<file path="src/rtl/op2_shift_pkg.sv">
package op2_shift_pkg;
   typedef enum logic [1:0] {
      SK_LSL = 2'b00,
      SK_LSR = 2'b01,
      SK_ASR = 2'b10,
      SK_ROR = 2'b11
   } shift_kind_e;
endpackage

</file>
<file path="src/rtl/op2_amount_decode.sv">
module op2_amount_decode #(
   parameter int DATA_W    = 32,
   parameter int FIELD_W   = 5,
   parameter int REG_AMT_W = 8,
   localparam int SH_W     = $clog2(DATA_W),
   localparam int RAW_W    = (FIELD_W > REG_AMT_W) ? FIELD_W : REG_AMT_W
) (
   input  logic                       sel_reg,
   input  logic [FIELD_W-1:0]         field_amt,
   input  logic [REG_AMT_W-1:0]       reg_amt,
   input  op2_shift_pkg::shift_kind_e kind,
   output logic                       amt_zero,
   output logic                       force_zero,
   output logic                       keep_rot,
   output logic [SH_W:0]              eff_amt
);
   import op2_shift_pkg::*;

   localparam logic [RAW_W-1:0] FULL = RAW_W'(DATA_W);

   logic [RAW_W-1:0] raw;
   logic             over;

   assign raw      = sel_reg ? RAW_W'(reg_amt) : RAW_W'(field_amt);
   assign amt_zero = (raw == '0);
   assign over     = (raw > FULL);

   always_comb begin
      force_zero = 1'b0;
      keep_rot   = 1'b0;
      eff_amt    = raw[SH_W:0];
      unique case (kind)
         SK_LSL, SK_LSR: begin
            force_zero = over;
            if (over) eff_amt = FULL[SH_W:0];
         end
         SK_ASR: begin
            if (over) eff_amt = FULL[SH_W:0];
         end
         SK_ROR: begin
            eff_amt  = {1'b0, raw[SH_W-1:0]};
            keep_rot = !amt_zero && (raw[SH_W-1:0] == '0);
         end
         default: ;
      endcase
   end
endmodule

</file>
<file path="src/rtl/op2_shift_core.sv">
module op2_shift_core #(
   parameter int DATA_W = 32,
   localparam int SH_W  = $clog2(DATA_W),
   localparam int EXT_W = 2 * DATA_W + 1
) (
   input  logic [DATA_W-1:0]          val,
   input  op2_shift_pkg::shift_kind_e kind,
   input  logic [SH_W:0]              amt,
   output logic [DATA_W-1:0]          res,
   output logic                       cout
);
   import op2_shift_pkg::*;

   logic [DATA_W-1:0] val_rev, src, fill, mid, mid_rev;
   logic [EXT_W-1:0]  stg [0:SH_W+1];
   logic              left;

   assign left = (kind == SK_LSL);

   for (genvar i = 0; i < DATA_W; i++) begin : g_rev
      assign val_rev[i] = val[DATA_W-1-i];
      assign mid_rev[i] = mid[DATA_W-1-i];
   end

   assign src = left ? val_rev : val;

   always_comb begin
      unique case (kind)
         SK_ASR:  fill = {DATA_W{val[DATA_W-1]}};
         SK_ROR:  fill = val;
         default: fill = '0;
      endcase
   end

   assign stg[0] = {fill, src, 1'b0};

   for (genvar k = 0; k <= SH_W; k++) begin : g_stage
      assign stg[k+1] = amt[k] ? (stg[k] >> (2 ** k)) : stg[k];
   end

   assign mid  = stg[SH_W+1][DATA_W:1];
   assign cout = stg[SH_W+1][0];
   assign res  = left ? mid_rev : mid;
endmodule

</file>
<file path="src/rtl/op2_barrel_shifter.sv">
module op2_barrel_shifter #(
   parameter int DATA_W    = 32,
   parameter int IMM_W     = 8,
   parameter int ROT_W     = 4,
   parameter int FIELD_W   = 5,
   parameter int REG_AMT_W = 8,
   localparam int SH_W     = $clog2(DATA_W)
) (
   input  logic                 use_imm,
   input  logic [IMM_W-1:0]     imm_val,
   input  logic [ROT_W-1:0]     imm_rot,
   input  logic [DATA_W-1:0]    reg_val,
   input  logic [1:0]           sh_kind,
   input  logic                 amt_sel_reg,
   input  logic [FIELD_W-1:0]   amt_imm,
   input  logic [REG_AMT_W-1:0] amt_reg,
   input  logic                 flag_c,
   output logic [DATA_W-1:0]    op2_out,
   output logic                 shc_out
);
   import op2_shift_pkg::*;

   if (DATA_W != (2 ** SH_W))     begin : g_err_w   $error("DATA_W must be a power of two");  end
   if (IMM_W > DATA_W)            begin : g_err_imm $error("IMM_W exceeds DATA_W");           end
   if (ROT_W + 1 > SH_W)          begin : g_err_rot $error("rotation range exceeds DATA_W");  end
   if (FIELD_W > SH_W)            begin : g_err_fld $error("field count reaches DATA_W");     end
   if (REG_AMT_W <= SH_W)         begin : g_err_reg $error("register count cannot reach DATA_W"); end

   shift_kind_e       kind_reg, core_kind;
   logic [DATA_W-1:0] core_val, core_res;
   logic [SH_W:0]     dec_amt, imm_amt, core_amt;
   logic              core_c, amt_zero, force_zero, keep_rot, bypass;

   assign kind_reg = shift_kind_e'(sh_kind);

   op2_amount_decode #(
      .DATA_W(DATA_W), .FIELD_W(FIELD_W), .REG_AMT_W(REG_AMT_W)
   ) i_dec (
      .sel_reg    (amt_sel_reg),
      .field_amt  (amt_imm),
      .reg_amt    (amt_reg),
      .kind       (kind_reg),
      .amt_zero   (amt_zero),
      .force_zero (force_zero),
      .keep_rot   (keep_rot),
      .eff_amt    (dec_amt)
   );

   assign imm_amt   = (SH_W + 1)'({imm_rot, 1'b0});
   assign core_val  = use_imm ? DATA_W'(imm_val) : reg_val;
   assign core_kind = use_imm ? SK_ROR : kind_reg;
   assign core_amt  = use_imm ? imm_amt : dec_amt;
   assign bypass    = use_imm ? (imm_rot == '0) : amt_zero;

   op2_shift_core #(.DATA_W(DATA_W)) i_core (
      .val  (core_val),
      .kind (core_kind),
      .amt  (core_amt),
      .res  (core_res),
      .cout (core_c)
   );

   always_comb begin
      if (bypass) begin
         op2_out = core_val;
         shc_out = flag_c;
      end else if (!use_imm && keep_rot) begin
         op2_out = reg_val;
         shc_out = reg_val[DATA_W-1];
      end else if (!use_imm && force_zero) begin
         op2_out = '0;
         shc_out = 1'b0;
      end else begin
         op2_out = core_res;
         shc_out = core_c;
      end
   end
endmodule

</file>
<file path="config.mk">
export PLATFORM = sky130hd
export DESIGN_NAME = op2_barrel_shifter
export DESIGN_NICKNAME = d
export VERILOG_FILES = /design/src/rtl/op2_shift_pkg.sv /design/src/rtl/op2_amount_decode.sv /design/src/rtl/op2_shift_core.sv /design/src/rtl/op2_barrel_shifter.sv
export SDC_FILE = /design/constraint.sdc
export NUM_CORES = 1
export LEC_CHECK = 0
export ABC_AREA = 0
export BUFFER_PORTS_ARGS = -buffer_cell sky130_fd_sc_hd__buf_2
export CORE_ASPECT_RATIO = 0.75
export CORE_MARGIN = 3
export CORE_UTILIZATION = 55
export DETAILED_ROUTE_END_ITERATION = 7
export PLACE_DENSITY = 0.78
export SETUP_SLACK_MARGIN = 0.4
export SLEW_MARGIN = 20
export SYNTH_ARGS = -nofsm -noshare
export SYNTH_HDL_FRONTEND = slang
export SYNTH_HIERARCHICAL = 1
export SYNTH_SLANG_ARGS = --single-unit
</file>
<file path="constraint.sdc">
create_clock -name vclk -period 11.2
set_input_delay 2.24 -clock vclk [all_inputs]
set_output_delay 2.24 -clock vclk [all_outputs]
set_load 0.1 [all_outputs]
</file>
* Yosys cells after proc, flatten, opt, wreduce, memory -nomap -nowiden
Cells that the tools add are included.
** Word-level totals
- Word-level logic and storage cells :: 42
- Bits of input ports :: 62
- Register bits :: 0
** Cells by class
- Magnitude comparators :: 1
- Mux-type cells :: 24
- Equal/unequal tests :: 5
- Reductions and logical operators :: 12
** Operator list (number)
- 65-bit two-way mux :: 5
- 32-bit two-way mux :: 6
- 32-bit one-hot mux with 2 select lines :: 1
- 33-bit two-way mux :: 1
- 6-bit two-way mux :: 2
- 6-bit one-hot mux with 2 select lines :: 1
- 2-bit == test (second input constant) :: 4
- 8-bit by 6-bit > comparator with 1-bit output (second input constant) :: 1
- 8-bit logical NOT :: 1
- 8-bit two-way mux :: 1
- 1-bit two-way mux :: 6
- 5-bit logical NOT :: 1
- 2-bit logical NOT :: 2
- 4-bit logical NOT :: 1
- 1-bit logical AND :: 3
- 3-bit OR reduction :: 1
- 2-bit by 1-bit == test with 1-bit output (second input constant) :: 1
- 1-bit logical NOT :: 2
- 2-bit two-way mux :: 1
- 2-bit OR reduction :: 1

* Logic depth before layout (Yosys ltp)
- Word-level depth :: 15
- Mapped depth :: 18
- Gate-level depth less buffers :: 13

* By module
The synthesis kept the hierarchy.
** By module, submodules not included
- op2_shift_core :: cells an instance 646, seq. area each 0.0 um^2, instances 1, area each 5193.7 um^2
- op2_barrel_shifter :: cells an instance 101, seq. area each 0.0 um^2, instances 1, area each 858.3 um^2
- op2_amount_decode :: cells an instance 24, seq. area each 0.0 um^2, instances 1, area each 197.7 um^2

* Worst setup path before layout
No wires, ideal clock.
- Kind :: in2out
- Start point :: input use_imm
- End point :: output op2_out[6]
- Arrival time :: 5.856 ns
- Slack :: 3.104 ns
- Path buffers :: 5
- Required time :: 8.960 ns
- Stages on the path :: 15
- Path through :: buf_6 > buf_2 > clkbuf_1 > or2_2 > buf_6 > nor2_4 > buf_6 > mux4_2 > mux4_2 > and2_4 > a211oi_2 > o32ai_1 > mux2_2 > a22o_1 > mux2_2
** On the way
- Word-level cells in the longest chain between the ends :: 13
** RTL lines
- start: declaration :: line op2_barrel_shifter.sv:9 : input logic use_imm,
- 2-bit two-way mux * :: line op2_barrel_shifter.sv:51 : assign core_kind = use_imm ? SK_ROR : kind_reg;
- net core_kind[0] :: line op2_barrel_shifter.sv:29 : shift_kind_e kind_reg, core_kind;
- 2-bit == test / 2-bit logical NOT (equally long branches) :: line op2_shift_core.sv:28, op2_shift_core.sv:18
- 32-bit one-hot mux with 2 select lines / 32-bit two-way mux (equally long branches) :: line op2_shift_core.sv:28, op2_shift_core.sv:25
- 65-bit two-way mux (5 in series) :: line op2_shift_core.sv:38 : assign stg[k+1] = amt[k] ? (stg[k] >> (2 ** k)) : stg[k];
- 33-bit two-way mux :: line op2_shift_core.sv:38
- 32-bit two-way mux * :: line op2_shift_core.sv:43 : assign res = left ? mid_rev : mid;
- net core_res[6] :: line op2_barrel_shifter.sv:30 : logic [DATA_W-1:0] core_val, core_res;
- 32-bit two-way mux * :: line op2_barrel_shifter.sv:70 : end else if (!use_imm && force_zero) begin
- 32-bit two-way mux * :: line op2_barrel_shifter.sv:67 : end else if (!use_imm && keep_rot) begin
- 32-bit two-way mux * :: line op2_barrel_shifter.sv:64 : if (bypass) begin
- end: declaration :: line op2_barrel_shifter.sv:18 : output logic [DATA_W-1:0] op2_out,
The timed path passes the listed nets; every way through them passes the cells marked *.

* Worst setup path in the final report
- Start point :: input use_imm
- End point :: output op2_out[2]
Same word-level chain as after synthesis.

==> qor.yml <==
outcome:
  status: "complete, but fails checks"
  violations: "design-rule violations"
worst_setup_path:
  arrival_ns: 7.47
  crit_fanout: 47
  path_class: "in2out"
  startpoint_type: "primary input"
  worstPathRequired_ns: 8.96
  cp-end-kind: "primary output"
synthesis:
  ys_seq_area_share_pct: 0
  yosys_warnings: 6
  yosysUniqueCellTypes: 76
  syn_inst: 771
  syn_area_per_cell_um2: 8.11
  syn-num-nets: 833
  synth_area_mm2: 0.00625
cells_and_area:
  finish.utilization_pct: 60.4
  syn_to_final_growth_pct: 6.61
  fillerInstances: 984
  regArea_um2: 0
  final_layout_size_suffix_gt1_share_pct: 29.3
  clkbuf_count: 0
  design.seq.count: 0
  antennaDiodeCount: 0
  stdcell_area_mm2: 0.00666
  nNetsFinal: 873
routing:
  routed-via-count: 8062
  first_pass_iters: 8
  via_per_inst: 8.50
  wl_per_cell_um: 33.8
  first_iter_violations: 1855
  drt-total-wl_um: 32100
  drtAntennaViolNets: 0
  drc: 17
floorplanning:
  die_h_um: 98.3
  die-area_mm2: 0.0127
  rows: 33
  core_area_mm2: 0.0110
  die_x_um: 129
  initial_core_util_pct: 56.7
  io_pins: 95
power_and_ir_drop:
  powerDensity_mw_per_mm2: 112
  peakVddDrop_v: 0.000126
  p_leak_nw: 2.58
sta:
  clock.fmax_ghz: 0.103
  hold_viol_final: 0
  max-slew-margin-rel_pct: 27.3
  fin_crit_ns: 9.71
  finalCritPeriodShare_pct: 86.7
  drv_slew: 0
  setup_ws_ns: 1.49
  grt_setup_unrepaired: "false"
  setup_viol: 0
  fin_setup_tns_ns: 0
  worstMarginPinSlew_ns: 1.08
global_route:
  grt_start_max_net_pins: 48
  grt-ovfl-total: 0
  grt_pass1_wl_um: 47300
  grt_pass1_vias: 7288
  grt_usage_pct: 49.0
  antenna_found_initial: 0
place:
  preCtsSetupSlack_ns: 1.69
  place.gp.congestion: 1.11
  place_area_mm2: 0.00666
  hpwl_um: 24400
  numPortBuffers: 95
run:
  maxCapViolations: 0
clocking:
  ctsHoldBuffers: 0
  cts_resized: 0
  post_cts_buffers: 0
worst_hold_path:
  hp-class: "in2out"
## layout by cell type, fill, tap and decap left out, drive strengths merged, types with 8 or more instances in the layout
cell type    n
a22o        42
buf        118
o221ai       8
a31oi       12
nand2       75
o21ai       31
a22oi       12
o22ai       22
nand3       31
inv          8
mux2        41
o211ai      12
nor3        13
a21oi       57
a211oi      19
mux4        70
nor2        60
mux2i       47
nor2b       36
## layout make-up
type / count / area [um2] / share of cell area (%)
well taps: 140 / 175 / 2.63
inverters: 10 / 37.5 / 0.563
repair buffers: 118 / 648 / 9.73
multi-input cells: 681 / 5800 / 87.1
## cell usage after synthesis, types with 4 or more instances
cell type | number | share of area (%)
a21oi_1 | 55 | 4.4
a31oi_1 | 12 | 1.2
nand2b_1 | 6 | 0.60
buf_2 | 23 | 1.8
mux4_1 | 14 | 5.9
o22a_1 | 5 | 0.70
and2_1 | 5 | 0.50
o32ai_1 | 5 | 0.70
o22ai_1 | 22 | 2.2
a211oi_1 | 16 | 1.9
a32oi_1 | 4 | 0.56
o211ai_1 | 12 | 1.4
inv_1 | 6 | 0.36
clkbuf_1 | 37 | 2.2
a22oi_1 | 12 | 1.4
o221ai_1 | 8 | 1.1
mux4_2 | 56 | 20
a22o_1 | 42 | 5.9
nor2b_1 | 36 | 3.6
buf_4 | 4 | 0.48
mux2_2 | 40 | 7.2
mux2i_1 | 47 | 7.5
o21a_1 | 5 | 0.60
and3_1 | 4 | 0.40
nor3_1 | 13 | 1.0
o21ai_0 | 31 | 2.5
buf_1 | 7 | 0.42
nand3_1 | 30 | 2.4
buf_6 | 8 | 1.4
nor2_1 | 59 | 3.5
nand2_1 | 75 | 4.5
a221oi_1 | 5 | 0.70
## worst max-delay path, stage by stage
cell and delay [ns]:
buf_2 0.40, or2_2 0.72, nor2_4 0.77, buf_4 0.38, buf_4 0.37, mux2i_1 0.19
mux4_2 0.57, mux2i_1 0.26, o32ai_1 0.15, nor4b_2 0.34, a21oi_1 0.21, a22o_1 0.26
mux2_2 0.26, buf_2 0.29
## where the power goes
| group | total, mW | internal [mW] | leakage, nW | switching (mW) |
|---|---|---|---|---|
| registers | 0 | 0 | 0 | 0 |
| logic | 0.747 | 0.207 | 2.58 | 0.541 |
| clock network | 0 | 0 | 0 | 0 |
| total | 0.747 | 0.207 | 2.58 | 0.541 |
## metal layers
layer | global-route usage, % | part of all wire (%) | vias to the layer above
met5 | 4.71 | 0.25 | -
met4 | 11.9 | 5.2 | 2
met3 | 22.7 | 20 | 208
met2 | 70.7 | 41 | 968
met1 | 66.5 | 34 | 3685
li1 | - | - | 3199
## per-stage QoR
| stage | total power [mW] | hold WS, ns | instances |
|---|---|---|---|
| after CTS | 0.710 | 5.06 | 949 |
| after global placement | 0.706 | 5.06 | 949 |
| after global routing | 0.758 | 5.07 | 949 |
| final | 0.747 | 5.06 | 949 |
| after detailed placement | 0.707 | 5.06 | 949 |
| after floorplan | 0.531 | 4.95 | 771 |
## final timing paths
path	from	to	depth (start not counted)
setup / recovery	use_imm	op2_out[2]	14
hold / removal	reg_val[24]	op2_out[24]	3
## cells by family after synthesis
logic type	share of synthesized area, %
and+or+nand+nor	19.8
muxes	41.0
xor gates and xnor gates	0.440
AOI/OAI and AO/OA	31.4
buffers and inverters	7.33
Power figures use the tool's default switching activity.
